[config.mk]
export PLATFORM = sky130hd
export DESIGN_NAME = ras_predictor
export DESIGN_NICKNAME = d
export VERILOG_FILES = /design/src/rtl/ras_pkg.sv /design/src/rtl/ras_classify.sv /design/src/rtl/ras_ptr_ctrl.sv /design/src/rtl/ras_store.sv /design/src/rtl/ras_predictor.sv
export SDC_FILE = /design/constraint.sdc
export NUM_CORES = 1
export LEC_CHECK = 0
export ABC_AREA = 0
export BUFFER_PORTS_ARGS = -buffer_cell sky130_fd_sc_hd__buf_2
export CORE_MARGIN = 2
export CORE_UTILIZATION = 55
export DETAILED_ROUTE_END_ITERATION = 10
export PLACE_DENSITY = 0.86
export SKIP_CTS_REPAIR_TIMING = 1
export SYNTH_ARGS = -nofsm -noshare
export SYNTH_HDL_FRONTEND = slang
export SYNTH_SLANG_ARGS = --single-unit
[constraint.sdc]
create_clock -name clk -period 6.55 [get_ports clk]
set_input_delay 0.655 -clock clk [delete_from_list [all_inputs] [get_ports clk]]
set_output_delay 0.655 -clock clk [all_outputs]
set_load 0.02 [all_outputs]
[src/rtl/ras_pkg.sv]
package ras_pkg;

    // Kind code of an offered control transfer.
    typedef enum logic [1:0] {
        XK_NONE = 2'b00,
        XK_CALL = 2'b01,
        XK_RET  = 2'b10,
        XK_JUMP = 2'b11
    } xfer_kind_e;

    // Operation applied to the stack state this cycle.
    typedef enum logic [1:0] {
        OP_IDLE = 2'b00,
        OP_PUSH = 2'b01,
        OP_POP  = 2'b10,
        OP_LOAD = 2'b11
    } stk_op_e;

endpackage

[src/rtl/ras_classify.sv]
module ras_classify
    import ras_pkg::*;
(
    input  logic       valid_i,
    input  logic [1:0] kind_i,
    input  logic       restore_i,
    output stk_op_e    op_o,
    output logic       ret_req_o
);

    xfer_kind_e kind;

    always_comb begin
        kind      = xfer_kind_e'(kind_i);
        ret_req_o = valid_i && (kind == XK_RET);
        op_o      = OP_IDLE;
        if (restore_i) begin
            op_o = OP_LOAD;
        end else if (valid_i) begin
            unique case (kind)
                XK_CALL: op_o = OP_PUSH;
                XK_RET:  op_o = OP_POP;
                default: op_o = OP_IDLE;
            endcase
        end
    end

endmodule

[src/rtl/ras_ptr_ctrl.sv]
module ras_ptr_ctrl
    import ras_pkg::*;
#(
    parameter int DEPTH = 8,
    localparam int PW = (DEPTH > 1) ? $clog2(DEPTH) : 1,
    localparam int CW = $clog2(DEPTH + 1)
) (
    input  logic          clk,
    input  logic          rst_n,
    input  stk_op_e       op_i,
    input  logic [PW-1:0] load_ptr_i,
    input  logic [CW-1:0] load_cnt_i,
    output logic [PW-1:0] ptr_o,
    output logic [CW-1:0] cnt_o,
    output logic [PW-1:0] top_idx_o,
    output logic          empty_o,
    output logic          wr_en_o,
    output logic [PW-1:0] wr_idx_o
);

    localparam logic [PW-1:0] LAST = PW'(DEPTH - 1);
    localparam logic [CW-1:0] FULL = CW'(DEPTH);

    typedef struct packed {
        logic [PW-1:0] ptr;
        logic [CW-1:0] cnt;
    } ctl_t;

    ctl_t st_q, st_d;

    function automatic logic [PW-1:0] ptr_inc(input logic [PW-1:0] p);
        return (p == LAST) ? '0 : p + PW'(1);
    endfunction

    function automatic logic [PW-1:0] ptr_dec(input logic [PW-1:0] p);
        return (p == '0) ? LAST : p - PW'(1);
    endfunction

    always_comb begin
        st_d      = st_q;
        wr_en_o   = 1'b0;
        wr_idx_o  = st_q.ptr;
        empty_o   = (st_q.cnt == '0);
        top_idx_o = ptr_dec(st_q.ptr);
        unique case (op_i)
            OP_PUSH: begin
                wr_en_o    = 1'b1;
                st_d.ptr   = ptr_inc(st_q.ptr);
                st_d.cnt   = (st_q.cnt == FULL) ? FULL : st_q.cnt + CW'(1);
            end
            OP_POP: begin
                if (st_q.cnt != '0) begin
                    st_d.ptr = ptr_dec(st_q.ptr);
                    st_d.cnt = st_q.cnt - CW'(1);
                end
            end
            OP_LOAD: begin
                st_d.ptr = (load_ptr_i > LAST) ? '0 : load_ptr_i;
                st_d.cnt = (load_cnt_i > FULL) ? FULL : load_cnt_i;
            end
            default: ;
        endcase
    end

    always_ff @(posedge clk) begin
        if (!rst_n) st_q <= '0;
        else        st_q <= st_d;
    end

    assign ptr_o = st_q.ptr;
    assign cnt_o = st_q.cnt;

endmodule

[src/rtl/ras_store.sv]
module ras_store #(
    parameter int DEPTH = 8,
    parameter int AW    = 64,
    localparam int PW = (DEPTH > 1) ? $clog2(DEPTH) : 1
) (
    input  logic          clk,
    input  logic          rst_n,
    input  logic          wr_en_i,
    input  logic [PW-1:0] wr_idx_i,
    input  logic [AW-1:0] wr_data_i,
    input  logic [PW-1:0] rd_idx_i,
    output logic [AW-1:0] rd_data_o
);

    logic [AW-1:0] ent_q [DEPTH];
    logic [AW-1:0] ent_d [DEPTH];

    always_comb begin
        for (int i = 0; i < DEPTH; i++) begin
            ent_d[i] = ent_q[i];
            if (wr_en_i && (wr_idx_i == PW'(i))) ent_d[i] = wr_data_i;
        end
    end

    for (genvar g = 0; g < DEPTH; g++) begin : g_ent
        always_ff @(posedge clk) begin
            if (!rst_n) ent_q[g] <= '0;
            else        ent_q[g] <= ent_d[g];
        end
    end

    assign rd_data_o = ent_q[rd_idx_i];

endmodule

[src/rtl/ras_predictor.sv]
module ras_predictor
    import ras_pkg::*;
#(
    parameter int DEPTH = 8,
    parameter int AW    = 64,
    localparam int PW = (DEPTH > 1) ? $clog2(DEPTH) : 1,
    localparam int CW = $clog2(DEPTH + 1)
) (
    input  logic          clk,
    input  logic          rst_n,
    input  logic          xfer_valid_i,
    input  logic [1:0]    xfer_kind_i,
    input  logic [AW-1:0] link_addr_i,
    output logic [AW-1:0] ret_target_o,
    output logic          ret_hit_o,
    output logic [PW-1:0] ckpt_ptr_o,
    output logic [CW-1:0] ckpt_cnt_o,
    input  logic          restore_i,
    input  logic [PW-1:0] restore_ptr_i,
    input  logic [CW-1:0] restore_cnt_i
);

    stk_op_e       op;
    logic          ret_req;
    logic [PW-1:0] top_idx;
    logic          empty;
    logic          wr_en;
    logic [PW-1:0] wr_idx;

    ras_classify u_cls (
        .valid_i   (xfer_valid_i),
        .kind_i    (xfer_kind_i),
        .restore_i (restore_i),
        .op_o      (op),
        .ret_req_o (ret_req)
    );

    ras_ptr_ctrl #(.DEPTH(DEPTH)) u_ptr (
        .clk        (clk),
        .rst_n      (rst_n),
        .op_i       (op),
        .load_ptr_i (restore_ptr_i),
        .load_cnt_i (restore_cnt_i),
        .ptr_o      (ckpt_ptr_o),
        .cnt_o      (ckpt_cnt_o),
        .top_idx_o  (top_idx),
        .empty_o    (empty),
        .wr_en_o    (wr_en),
        .wr_idx_o   (wr_idx)
    );

    ras_store #(.DEPTH(DEPTH), .AW(AW)) u_mem (
        .clk       (clk),
        .rst_n     (rst_n),
        .wr_en_i   (wr_en),
        .wr_idx_i  (wr_idx),
        .wr_data_i (link_addr_i),
        .rd_idx_i  (top_idx),
        .rd_data_o (ret_target_o)
    );

    assign ret_hit_o = ret_req && !empty;

endmodule

== Word level (Yosys, flattened, before mapping) ==
Memory sizes are Yosys's and may differ from the RTL's.
Index checks and enable logic that the tools add are counted.
Cells by class
  add/subtract/negate cells: 4
  order comparisons: 2
  equal/unequal tests: 22
  muxes and demuxes: 29
  bitwise logic cells: 8
  reductions and logical operators: 24
Operator list (count)
  64-bit two-way mux: 16
  7-bit case mux with 3 select lines: 1
  2-bit AND reduction: 9
  3-bit equality test (second input constant): 4
  1-bit logical AND: 10
  3-bit two-way mux: 3
  4-bit two-way mux: 2
  1-bit inequality test (second input constant): 8
  1-bit OR: 8
  7-bit two-way mux: 1
  2-bit equality test (second input constant): 3
  3-bit by 2-bit equality test with 1-bit output (second input constant): 2
  4-bit by 1-bit adder with 4-bit output (second input constant): 1
  2-bit by 1-bit equality test with 1-bit output (second input constant): 2
  4-bit equality test (second input constant): 1
  4-bit > comparator (second input constant): 1
  4-bit zero test: 1
  2-bit two-way mux: 2
  2-bit case mux with 2 select lines: 1
  4-bit nonzero test: 1
  4-bit by 1-bit subtractor with 4-bit output (second input constant): 1
  3-bit by 1-bit adder with 3-bit output (second input constant): 1
  3-bit by 1-bit equality test with 1-bit output (second input constant): 1
  3-bit > comparator (second input constant): 1
  other kinds (6): 8
Storage, ports and cells
  flip-flop bits (word level): 7
  RAM bits: 512
  input port bits: 77
  output and inout port bits: 72
  logic and storage cells: 92
  memories kept: 1
Memory list
  u_mem.ent_q: words 8, bits a word 64, read ports 1, clocked after memory_dff 0, write ports 8, line ras_store.sv:15  | logic [AW-1:0] ent_q [DEPTH];

== Logic depth before layout (Yosys ltp) ==
Gate-level depths: netlist of run 1.
  depth in word-level cells: 10
  depth in mapped cells: 12
  depth with buffers taken out: 6

== Hierarchy ==
Synthesis of run 1 repeated with hierarchy kept, for this count alone.
Unflattened totals
  cells, all modules: 1534
  area, all modules: 23242.3 um^2
Modules (own cells, without submodules)
  ras_store: times used 1, cells each 1445, area each 22522.9 um^2, sequential area each 15374.7 um^2
  ras_ptr_ctrl: times used 1, cells each 83, area each 678.2 um^2, sequential area each 140.1 um^2
  ras_classify: times used 1, cells each 5, area each 27.5 um^2, sequential area each 0.0 um^2
  ras_predictor: times used 1, cells each 1, area each 13.8 um^2, sequential area each 0.0 um^2

== Worst setup path before layout of run 1 ==
OpenSTA, ideal clock, no wires.
  path kind: register to register
  start: reg u_ptr.st_q, in the netlist u_ptr.ptr_o[0]
  end: mem u_mem.ent_q[0][0] (enable)
  setup time: 0.574 ns
  arrival: 6.250 ns
  data required time: 5.976 ns
  slack: -0.275 ns
  cell stages (with the launch flop): 10
  path buffers: 5
  clock period less this slack: 6.825 ns
  cells stage by stage: dfxtp_1 buf_2 inv_2 buf_4 clkbuf_1 ha_1 nand2b_1 buf_4 buf_2 o21ai_0
RTL lines
  start: declaration: line ras_ptr_ctrl.sv:29  | ctl_t st_q, st_d;
  start signal: assignment: line ras_ptr_ctrl.sv:67  | else st_q <= st_d;
  end: declaration: line ras_store.sv:15

== Worst setup path after layout of run 1 ==
  start: reg u_ptr.st_q, in the netlist u_ptr.ptr_o[0]
  end: out ret_target_o[11]
On the way
  word-level cells in the longest chain between the ends: 3
  elaborated cells between the ends (all ways): 4
  classes of those cells: 1 x add/sub; 1 x mux; 1 x reduce/logical; 1 x memory
Ends and longest elaborated chain
  3-bit by 1-bit subtractor with 3-bit output / 3-bit zero test (equally long branches): line ras_ptr_ctrl.sv:36  | return (p == '0) ? LAST : p - PW'(1);
  3-bit two-way mux (*): line ras_ptr_ctrl.sv:36
  memory 8 x 64 bit (*)
  end: declaration: line ras_predictor.sv:14  | output logic [AW-1:0] ret_target_o,
Mark *: on every way between the ends. The rest lies on a longest branch, timed or not.

==> summary.txt, run 1 <==
Global routing
  • Initial antenna violation count: 7
  • Grt total ovfl: 0
  • Largest net degree at the start of global routing: 103
  • Total Routing Usage GR: approximately a quarter
  • First-pass GRT wire length: 94000 um
  • Vias in the first global route: ~16000

Clocking
  • Clk slew on worst S/H paths: 0.06 ns
  • Clock Latency Late Sink: 0.58 ns
  • Root buf cell: clkbuf_16
  • TritonCTS Buffers: 52
  • H-tree depth: 2
  • Clk sinks: 519
  • Longest Clk Path Bufs: 3
  • CTS tree: done

Synth
  • Yosys reg bits: 519
  • Post-synth ARST share: 0%
  • Netlist cell types: 53
  • Ys flop type: edfxtp_1
  • Syn avg cell area: 13.5 um^2
  • Cell area after synthesis: approximately 0.024 mm^2
  • Register area share after synthesis: 63.6%
  • EDFF count, synth: 512
  • Cells after Synth: 1810
  • Net Count, Synth: 1896
  • Syn. warnings: 0

Run
  • Max-Cap Viols: 0

Power
  • Pwr Density: around 290 mW/mm^2
  • Pwr Total: a little under 0.008 W
  • Internal: 0.00590 W
  • Comb pwr share: between 10% and 20%
  • Clock power share: between 30% and 40%
  • Sequential Power Share: a little under half
  • LEAKAGE: 10.9 nW
  • Psw: 0.00206 W
  • Switching Fraction: 25.9%
  • Worst VDD drop: 0.254 mV

Placed design
  • Gpl congestion: 0.795
  • Number of port buffers: around 150
  • Post-DP HPWL: 33000 um
  • Post-DP Area: 0.0254 mm^2
  • Placed insts: 2413

Route
  • WL final: 61600 um
  • Initial DRC Count: 2136
  • Average vias per placed instance: 6.38
  • Wire per inst: 24.5 um
  • Drt pass-1 iters: 6
  • Vias: about 16000
  • # DRC: 0
  • Detail Route Antenna Nets: 0

Timing
  • RSZ-0062 raised after global routing: no
  • Hold Fails Final Rpt: 0
  • Worst slew pin tran: 1.14 ns
  • Count of final setup violators: 0
  • Max-slew violation count: 0
  • Post-layout min period: around 5.7 ns
  • Clock skew: ~0.011 ns
  • Achievable Freq: approximately 180 MHz
  • Worst slew margin: between 20% and 30%
  • Period utilization: 86.9%
  • Setup TNS Final: 0 ns

Critical path
  • Reg-to-reg endpoint: u_mem.ent_q[0][26]$_SDFFCE_PN0P_
  • R2R setup slack: roughly 3 ns
  • CP startpoint kind: flop
  • R2R Path Start: u_ptr.ptr_o[0]$_SDFFE_PN0P_
  • CP required: 5.89 ns
  • Crit-path max FO: 50
  • Crit. End Element: output port
  • Kind of critical path: reg -> out
  • Number of cells on the worst reg-to-reg path: 6
  • Crit path arrival time: 5.04 ns

Hold path
  • Worst hold endpoint: u_ptr.cnt_o[0]$_SDFFE_PN0P_
  • Beginning of the worst hold path: restore_cnt_i[0]
  • Hold depth: 3
  • Min-Delay Path Class: in -> reg

Floorplan
  • Die width: 215 um
  • Core area: 0.0440 mm^2
  • Ports: 149
  • Core Rows: 77
  • Die Y-Extent: between 200 and 250 um
  • Die area: 0.0461 mm^2
  • Initial core utilization: 55.4%

Finish
  • Core Util, Final: 61.5%
  • Final instance count without filler cells: 2512
  • Final net count: 1961
  • FILL cells: 3186
  • Post-route cell area: 0.0271 mm^2
  • Area grow syn2layout: 11.1%
  • Layout cells sized above 1: 17.6%

Status
  • Status: complete, no violations
cell families (layout without fill, tap and decap cells):
group | Yosys count | after routing | synth area share (%)
AO/OA/AOI/OAI | 285 | 285 | 9.70
adder cells (fa/ha/maj) | 9 | 9 | 0.462
XOR/XNOR | 1 | 1 | 0.0359
buffers and inverters | 172 | 278 | 3.65
AND/OR/NAND/NOR | 691 | 691 | 16.9
multiplexers | 133 | 133 | 5.67
flip-flops | 519 | 519 | 63.6
other | 0 | 4 | 0
power by group through the flow:
stage / Sequential (W) / Clock [W] / Combinational, W
finish: 0.00382 / 0.00301 / 0.00114
CTS: 0.00382 / 0.00302 / 0.00113
floorplan: 0.00388 / 0 / 0.000781
global route: 0.00383 / 0.00314 / 0.00120
detailed placement: 0.00388 / 0 / 0.00113
global placement: 0.00387 / 0 / 0.00111
layer usage:
layer	part of all wire, %	track usage [%]	wire [um]	vias to the layer above
met5	0.060	0	37	-
met4	3.3	10.5	2040	6
met3	8.7	4.92	5370	153
met2	49	43.2	30100	831
li1	-	-	-	6961
met1	39	34.6	24000	8074
flip-flops by register name (all words and copies together), names as in the netlist:
name / cells
u_mem.ent_q: 512
u_ptr.cnt_o: 4
u_ptr.ptr_o: 3
worst max path at each step:
stage / start / to / cells after the start
finish: u_ptr.ptr_o[0]$_SDFFE_PN0P_ / ret_target_o[11] / 7
global route: u_ptr.ptr_o[0]$_SDFFE_PN0P_ / ret_target_o[20] / 7
CTS: u_ptr.ptr_o[0]$_SDFFE_PN0P_ / ret_target_o[8] / 7
detailed placement: u_ptr.ptr_o[0]$_SDFFE_PN0P_ / ret_target_o[2] / 7
global placement: u_ptr.ptr_o[0]$_SDFFE_PN0P_ / ret_target_o[2] / 7
floorplan: u_ptr.ptr_o[0]$_SDFFE_PN0P_ / u_mem.ent_q[2][0]$_SDFFCE_PN0P_ / 7
cell usage after synthesis (5+ instances only):
cell type | count | area, um^2
a21oi_1 | 67 | 335
a221oi_1 | 33 | 289
a221oi_2 | 11 | 165
and2_1 | 385 | 2410
and3_1 | 131 | 820
buf_12 | 5 | 100
buf_2 | 25 | 125
buf_4 | 5 | 37.5
buf_6 | 12 | 135
clkbuf_1 | 115 | 432
dfxtp_1 | 7 | 140
edfxtp_1 | 512 | 15400
ha_1 | 9 | 113
inv_1 | 7 | 26.3
mux2_1 | 24 | 270
mux2_2 | 18 | 203
mux2i_1 | 91 | 911
nand2_1 | 17 | 63.8
nand3_1 | 6 | 30.0
nor2_1 | 69 | 259
nor2b_1 | 5 | 31.3
o2111ai_1 | 46 | 403
o21ai_0 | 8 | 40.0
o221a_1 | 20 | 225
o221ai_1 | 20 | 175
o311a_1 | 44 | 440
o311ai_1 | 20 | 175
or2_1 | 34 | 213
or2_2 | 31 | 194
critical path, cell delays in order (launching register included):
cell,delay [ns]
dfxtp_4,0.48
inv_4,0.46
ha_1,0.43
or3_2,0.95
nand2_1,0.96
o311ai_1,0.71
o221a_1,0.27
buf_2,0.17
stage by stage:
step	hold slack [ns]	worst slack [ns]
finish	0.379	0.858
global route	0.437	0.760
CTS	0.358	0.975
global placement	0.517	1.67
floorplan	0.577	0.0948
detailed placement	0.551	1.62
cells in the final DEF, fill, tap and decap left out, types with 44 or more instances in the layout:
cell type,n
o2111ai_1,46
a21oi_1,67
and3_1,128
o311a_1,44
buf_2,148
clkbuf_16,53
and2_1,384
nor2_1,66
mux2i_1,91
edfxtp_1,512
layout make-up:
| type | count | area [um^2] | area share (%) |
|---|---|---|---|
| inverter | 8 | 32.5 | 0.120 |
| clock buffer | 65 | 1370 | 5.06 |
| timing repair buffer | 175 | 956 | 3.53 |
| tap | 592 | 741 | 2.73 |
| antenna | 4 | 10.0 | 0.0369 |
| multi-input combinational | 1119 | 8140 | 30.0 |
| clock inverter | 30 | 333 | 1.23 |
| sequential | 519 | 15500 | 57.3 |
(Power assumes the default switching activity.)
==> run 2: changes to the inputs <==
--- a/config.mk
+++ b/config.mk
@@ -7,9 +7,11 @@
 export LEC_CHECK = 0
 export ABC_AREA = 0
 export BUFFER_PORTS_ARGS = -buffer_cell sky130_fd_sc_hd__buf_2
+export CAP_MARGIN = 10
 export CORE_MARGIN = 2
 export CORE_UTILIZATION = 55
 export DETAILED_ROUTE_END_ITERATION = 10
+export HOLD_SLACK_MARGIN = 0.12
 export PLACE_DENSITY = 0.86
 export SKIP_CTS_REPAIR_TIMING = 1
 export SYNTH_ARGS = -nofsm -noshare
==> constraint.sdc (replaced) <==
create_clock -name clk -period 6.55 [get_ports clk]
set_input_delay 0.3275 -clock clk [delete_from_list [all_inputs] [get_ports clk]]
set_output_delay 0.3275 -clock clk [all_outputs]
set_load 0.02 [all_outputs]
==> summary.txt, run 2 (synthesis results as in run 1) <==
Critical path
  • Kind of critical path: reg -> out
  • CP startpoint kind: flop
  • Crit-path max FO: 72 (+44%)
  • Critical Path, Cell by Cell: inv_4 > ha_1 > nand2b_4 > and2_2 > buf_4 > o311a_1 > a221oi_1 > buf_2
  • CP required: 6.22 ns (+0.33 ns)
  • Slowest-stage cell, CP: and2_2
  • Crit-path max cell delay: 1.14 ns (+0.18 ns)
  • Crit path arrival time: 5.20 ns (+0.16 ns)
  • Crit. End Element: output port

Placed design
  • Worst slack, placed: 1.73 ns (+0.106 ns)
  • Number of port buffers: 148 (unchanged)
  • Post-DP HPWL: 34400 um (+4.1%)
  • Post-DP Area: 0.0254 mm^2 (about the same)
  • Gpl congestion: 0.800 (+0.62%)

Route
  • Detail Route Antenna Nets: 0 (unchanged)
  • Average vias per placed instance: 6.32 (-0.91%)
  • Wire per inst: 24.5 um (+0.11%)
  • # DRC: 0 (unchanged)
  • WL final: 61800 um (+0.31%)
  • Initial DRC Count: 1986 (-7.0%)
  • Vias: 15900 (-0.72%)
  • Drt pass-1 iters: 5 (-1)

Clocking
  • Root buf cell: clkbuf_16
  • H-tree depth: 2 (unchanged)
  • Longest Clk Path Bufs: 3 (unchanged)
  • CTS tree: done
  • TritonCTS Buffers: 50 (-3.8%)
  • Clk slew on worst S/H paths: 0.06 ns (about the same)
  • Clk sinks: 519 (unchanged)
  • Clock Latency Late Sink: 0.61 ns (+0.03 ns)

Power
  • Pwr Density: 283 mW/mm^2 (-3.6%)
  • Pwr Total: 0.00765 W (-3.9%)
  • LEAKAGE: 10.8 nW (-0.57%)
  • Worst VDD drop: 0.173 mV (-32%)

Floorplan
  • Initial core utilization: 55.4% (unchanged)
  • Die area: 0.0461 mm^2 (unchanged)
  • Die width: 215 um (unchanged)
  • Ports: 149 (unchanged)
  • Core Rows: 77 (unchanged)
  • Die Y-Extent: 215 um (unchanged)
  • Core area: 0.0440 mm^2 (unchanged)

Finish
  • Largest reg by FF count: u_mem.ent_q
  • Layout cells sized above 1: 16.7% (-0.90 points)
  • Most frequent cells in the layout: edfxtp_1 (512), and2_1 (384), buf_2 (148), and3_1 (128), mux2i_1 (91)
  • Post-route cell area: 0.0270 mm^2 (-0.31%)
  • Core Util, Final: 61.4% (-0.19 points)
  • Final net count: 1973 (+0.61%)
  • Max reg flops: 512 (unchanged)
  • Area grow syn2layout: 10.7%
  • Most common cell after layout, fill and taps aside: edfxtp_1

Status
  • Status: complete, no violations

Timing
  • Achievable Freq: 181 MHz (+3.0%)
  • Worst slew pin tran: 1.25 ns (+0.107 ns)
  • Count of final setup violators: 0 (unchanged)
  • Clock skew: 0.0264 ns (+0.0153 ns)
  • Worst slew margin: 16.5% (-7.3 points)
  • Setup TNS Final: 0 ns (unchanged)
  • Hold Fails Final Rpt: 0 (unchanged)
  • Setup ws final: 1.02 ns (+0.166 ns)
  • RSZ-0062 raised after global routing: no
  • Max-slew violation count: 0 (unchanged)
  • Post-layout min period: 5.53 ns (-0.166 ns)
  • Period utilization: 84.4% (-2.5 points)

Global routing
  • Layer with the highest usage: met2
  • Grt met1 use: 33.9% (-0.71 points)
  • First-pass GRT wire length: 93700 um (-0.40%)
  • Largest net degree at the start of global routing: 93 (-9.7%)
  • Met3 Resource Use GR: 5.62% (+0.70 points)
  • Total Routing Usage GR: 26.4% (+0.13 points)
  • Grt total ovfl: 0 (unchanged)
  • M2 GR Usage: 43.7% (+0.43 points)
  • Initial antenna violation count: 5 (-2)
  • Vias in the first global route: 16100 (-1.2%)

Run
  • Max-Cap Viols: 0 (unchanged)

Hold path
  • Min-Delay Path Class: in -> reg
==> run 2: layout make-up <==
class | instances | area [um^2]
Antenna cell | 1 | 2.50
Clock buffer | 69 | 1340
Clock inverter | 20 | 139
Fill cell | 3199 | 17000
Inverter | 8 | 32.5
Multi-Input combinational cell | 1119 | 8140
Sequential cell | 519 | 15500
Tap cell | 592 | 741
Timing Repair Buffer | 189 | 1100
==> run 2: worst max-delay path: cells and delay by family, from the launching register on <==
kind                       cells  cell delay [ns]
and+or+nand+nor                2             1.93
DFF                            1             0.79
AOI/OAI and AO/OA              2             0.30
buffers and inverters          3             1.05
adders and majority gates      1             0.44
==> run 2: routing by layer <==
layer  vias to the layer above  share of wire [%]  wire, um
li1                       6979                  -         -
met1                      7875                 38     23400
met2                       888                 49     30500
met3                       160                9.5      5840
met4                         8                3.1      1930
met5                         -              0.074        46
==> run 2: power by group <==
| group | total [W] | switching (W) | internal (W) | leakage [nW] |
|---|---|---|---|---|
| Combinational | 0.00114 | 0.000769 | 0.000373 | 4.78 |
| Sequential | 0.00382 | 0.0000533 | 0.00377 | 5.33 |
| Clock | 0.00269 | 0.00122 | 0.00147 | 0.721 |
| Total | 0.00765 | 0.00204 | 0.00561 | 10.8 |
==> run 2: final timing paths <==
| check | startpoint | endpoint | slack [ns] | cells after the start |
|---|---|---|---|---|
| min reg2reg | u_ptr.cnt_o[1]$_SDFFE_PN0P_ | u_ptr.cnt_o[1]$_SDFFE_PN0P_ | 0.55 | 2 |
| max reg2reg | u_ptr.ptr_o[0]$_SDFFE_PN0P_ | u_mem.ent_q[0][3]$_SDFFCE_PN0P_ | 2.33 | 5 |
| max | u_ptr.ptr_o[0]$_SDFFE_PN0P_ | ret_target_o[29] | 1.02 | 8 |
| min | link_addr_i[14] | u_mem.ent_q[0][14]$_SDFFCE_PN0P_ | 0.1 | 2 |
==> run 2: metrics by stage <==
step | hold WS (ns) | cells
after detailed placement | 0.546 | 2411
after global placement | 0.520 | 2411
after global routing | 0.121 | 2517
final | 0.0986 | 2517
after floorplan | 0.518 | 1810
after CTS | 0.0431 | 2500
==> run 3: changes to the inputs <==
--- a/config.mk
+++ b/config.mk
@@ -5,14 +5,14 @@
 export SDC_FILE = /design/constraint.sdc
 export NUM_CORES = 1
 export LEC_CHECK = 0
-export ABC_AREA = 0
+export ABC_AREA = 1
 export BUFFER_PORTS_ARGS = -buffer_cell sky130_fd_sc_hd__buf_2
 export CAP_MARGIN = 10
 export CORE_MARGIN = 2
-export CORE_UTILIZATION = 55
+export CORE_UTILIZATION = 61
 export DETAILED_ROUTE_END_ITERATION = 10
 export HOLD_SLACK_MARGIN = 0.12
-export PLACE_DENSITY = 0.86
+export PLACE_DENSITY = 0.9
 export SKIP_CTS_REPAIR_TIMING = 1
 export SYNTH_ARGS = -nofsm -noshare
 export SYNTH_HDL_FRONTEND = slang
==> constraint.sdc (replaced) <==
create_clock -name clk -period 5.5 [get_ports clk]
set_input_delay 0.275 -clock clk [delete_from_list [all_inputs] [get_ports clk]]
set_output_delay 0.275 -clock clk [all_outputs]
set_load 0.02 [all_outputs]
==> summary.txt, run 3 <==
Global routing
  • Total Routing Usage GR: 31.3% (+4.9 points)
  • Grt total ovfl: 0 (unchanged)
  • Vias in the first global route: 19500 (+21%)
  • Initial antenna violation count: 3 (-2)
  • Largest net degree at the start of global routing: 148 (+59%)
  • First-pass GRT wire length: 102000 um (+9.1%)

Finish
  • Most common cell after layout, fill and taps aside: nand2_1
  • Largest reg by FF count: u_mem.ent_q
  • Post-route cell area: 0.0271 mm^2 (+0.40%)
  • Core Util, Final: 67.8% (+6.4 points)
  • Final net count: 2891 (+47%)
  • Layout cells sized above 1: 9.49% (-7.2 points)
  • Final instance count without filler cells: 3370 (+34%)
  • Most frequent cells in the layout: nand2_1 (1124), nor2_1 (529), edfxtp_1 (512), nand3_1 (273), buf_2 (148)
  • FILL cells: 2858 (-11%)
  • Area grow syn2layout: 9.06%
  • Max reg flops: 512 (unchanged)

Critical path
  • CP required: 5.22 ns (-1.00 ns)
  • R2R Path Start: u_ptr.ptr_o[0]$_SDFFE_PN0P_
  • Worst Setup EP: ret_target_o[5]
  • Crit-path max FO: 108 (+50%)
  • Reg-to-reg endpoint: u_mem.ent_q[0][44]$_SDFFCE_PN0P_
  • Crit path arrival time: 4.83 ns (-0.37 ns)
  • Number of cells on the worst reg-to-reg path: 5 (unchanged)
  • R2R setup slack: 1.59 ns (-0.74 ns)
  • Kind of critical path: reg -> out
  • Worst setup startpoint: u_ptr.ptr_o[0]$_SDFFE_PN0P_
  • CP startpoint kind: flop
  • Crit. End Element: output port

Clocking
  • Clk sinks: 519 (unchanged)
  • Clk slew on worst S/H paths: 0.06 ns (about the same)
  • Clock Latency Late Sink: 0.59 ns (-0.02 ns)
  • TritonCTS Buffers: 50 (unchanged)
  • Root buf cell: clkbuf_16
  • CTS tree: done
  • H-tree depth: 2 (unchanged)
  • Longest Clk Path Bufs: 3 (unchanged)

Power
  • Worst VDD drop: 0.235 mV (+36%)
  • Sequential Power Share: 49.1% (-0.8 points)
  • Clock power share: 34.8% (-0.3 points)
  • Internal: 0.00664 W (+18%)
  • Comb pwr share: 16.1% (+1.2 points)
  • Pwr Density: 344 mW/mm^2 (+21%)
  • LEAKAGE: 12.5 nW (+16%)
  • Psw: 0.00269 W (+32%)
  • Switching Fraction: 28.8% (+2.1 points)

Synth
  • Cell accounting for the most synthesized area: edfxtp_1
  • Cell area after synthesis: 0.0249 mm^2 (+1.9%)
  • EDFF count, synth: 512 (unchanged)
  • Post-synth ARST share: 0% (unchanged)
  • Syn. warnings: 0 (unchanged)
  • Netlist cell types: 28 (-47%)
  • Cells after Synth: 2761 (+53%)
  • Top post-synthesis cells by area: edfxtp_1 (62%), nand2_1 (17%), nor2_1 (8.0%), nand3_1 (5.5%), buf_2 (2.0%)
  • Net Count, Synth: 2847 (+50%)
  • Yosys reg bits: 519 (unchanged)
  • Top-count cell post-synth: nand2_1
  • Share of the synthesized area in the top cell type: 61.8% (-1.2 points)
  • Ys flop type: edfxtp_1
  • Syn avg cell area: 9.01 um^2 (-33%)
  • Register area share after synthesis: 62.4% (-1.2 points)
  • Commonest cells in the netlist: nand2_1 (1130), nor2_1 (529), edfxtp_1 (512)

Floorplan
  • Initial core utilization: 62.2% (+6.8 points)
  • Core Rows: 73 (-5.2%)
  • Ports: 149 (unchanged)
  • Die width: 206 um (-4.1%)
  • Die area: 0.0424 mm^2 (-7.9%)
  • Core area: 0.0400 mm^2 (-9.1%)
  • Die Y-Extent: 206 um (-4.1%)

Route
  • Drt pass-1 iters: 6 (+1)
  • Average vias per placed instance: 5.92 (-6.4%)
  • WL final: 66100 um (+7.0%)
  • # DRC: 0 (unchanged)
  • Wire per inst: 19.6 um (-20%)
  • Detail Route Antenna Nets: 0 (unchanged)
  • Initial DRC Count: 2639 (+33%)
  • Vias: 19900 (+25%)

Timing
  • Worst slew pin tran: 1.24 ns (-0.00556 ns)
  • Setup ws final: 0.391 ns (-0.633 ns)
  • Max-slew violation count: 0 (unchanged)
  • Post-layout min period: 5.11 ns
  • Count of final setup violators: 0 (unchanged)
  • Period utilization: between 90 and 100%
  • Setup TNS Final: 0 ns (unchanged)
  • Achievable Freq: ~200 MHz
  • Clock skew: 0.0229 ns (-0.00356 ns)
  • RSZ-0062 raised after global routing: no
  • Hold Fails Final Rpt: 0 (unchanged)
  • Worst slew margin: 17.1% (+0.57 points)

Placed design
  • Post-DP HPWL: 33500 um (-2.6%)
  • Post-DP Area: 0.0256 mm^2 (+0.80%)
  • Worst slack, placed: 1.09 ns (-0.642 ns)
  • Placed insts: 3274 (+36%)
  • Number of port buffers: 148 (unchanged)
  • Gpl congestion: 0.850 (+6.2%)

Run
  • Max-Cap Viols: 0 (unchanged)

Status
  • Status: complete, no violations

Hold path
  • Min-Delay Path Class: in -> reg
-- run 3: changes by cell type after synthesis, sizes merged, moves of 65 or more --
cell / delta
mux2i: -91
or2: -65
nor2: +464
clkbuf: -72
a21oi: -67
inv: +77
buf: +91
and3: -131
nand2: +1116
nand3: +270
and2: -386
-- run 3: metal layers --
metal	part of all wire (%)	track usage, %
met2	49	51.9
met5	0.041	0
met4	4.1	14.5
met1	35	40.7
met3	13	5.22
-- run 3: how the worst min path moves through the flow --
stage                                 from                               end  slack, ns  depth (start not counted)
6_report                  restore_ptr_i[2]       u_ptr.ptr_o[2]$_SDFFE_PN0P_       0.06                          5
5_1_grt                    link_addr_i[26]  u_mem.ent_q[6][26]$_SDFFCE_PN0P_       0.13                          3
4_1_cts                   restore_cnt_i[3]       u_ptr.cnt_o[3]$_SDFFE_PN0P_       0.04                          5
3_5_place_dp   u_ptr.cnt_o[0]$_SDFFE_PN0P_       u_ptr.cnt_o[0]$_SDFFE_PN0P_       0.63                          2
3_3_place_gp   u_ptr.cnt_o[0]$_SDFFE_PN0P_       u_ptr.cnt_o[0]$_SDFFE_PN0P_       0.61                          2
2_1_floorplan             restore_cnt_i[3]       u_ptr.cnt_o[3]$_SDFFE_PN0P_       0.49                          4
-- run 3: cell type report --
cell class / instances / area (um^2) / area share, %
Clock buffer: 62 / 1320 / 4.86
Inverter: 85 / 334 / 1.23
Tap cell: 525 / 657 / 2.42
Antenna cell: 1 / 2.50 / 0.00923
Sequential cell: 519 / 15500 / 57.2
Clock inverter: 29 / 190 / 0.701
Multi-Input combinational cell: 1974 / 8140 / 30.0
Timing Repair Buffer: 175 / 966 / 3.56
-- run 3: cells by family after synthesis --
group / Yosys count / share of synthesized area [%]
and+or+nand+nor: 1951 / 31.4
DFF: 519 / 62.4
buffers and inverters: 268 / 5.41
AOI/OAI and AO/OA: 12 / 0.241
adders and majority gates: 9 / 0.453
xor gates and xnor gates: 2 / 0.0705
-- run 3: power groups by stage --
stage	Combinational, W	Clock [W]	Sequential, W
final	0.00151	0.00324	0.00457
after global routing	0.00163	0.00340	0.00459
after CTS	0.00148	0.00324	0.00457
after detailed placement	0.00147	0	0.00465
after global placement	0.00143	0	0.00464
after floorplan	0.00105	0	0.00462
-- run 3: metrics by stage --
stage,hold WS [ns],total power (W)
2_1_floorplan,0.486,0.00567
3_3_place_gp,0.607,0.00607
3_5_place_dp,0.626,0.00612
4_1_cts,0.0449,0.00929
5_1_grt,0.127,0.00961
6_report,0.0637,0.00932
-- run 3: critical path: stages (launching register included) --
cell and delay (ns):
dfxtp_4 1.16, inv_1 0.25, ha_1 0.44, nand2_8 0.43
buf_4 0.95, nand3_1 0.22, nand2_1 0.17, nand2_1 0.06
nand2_1 0.07, nand2_1 0.05, nand2_1 0.13, buf_2 0.17
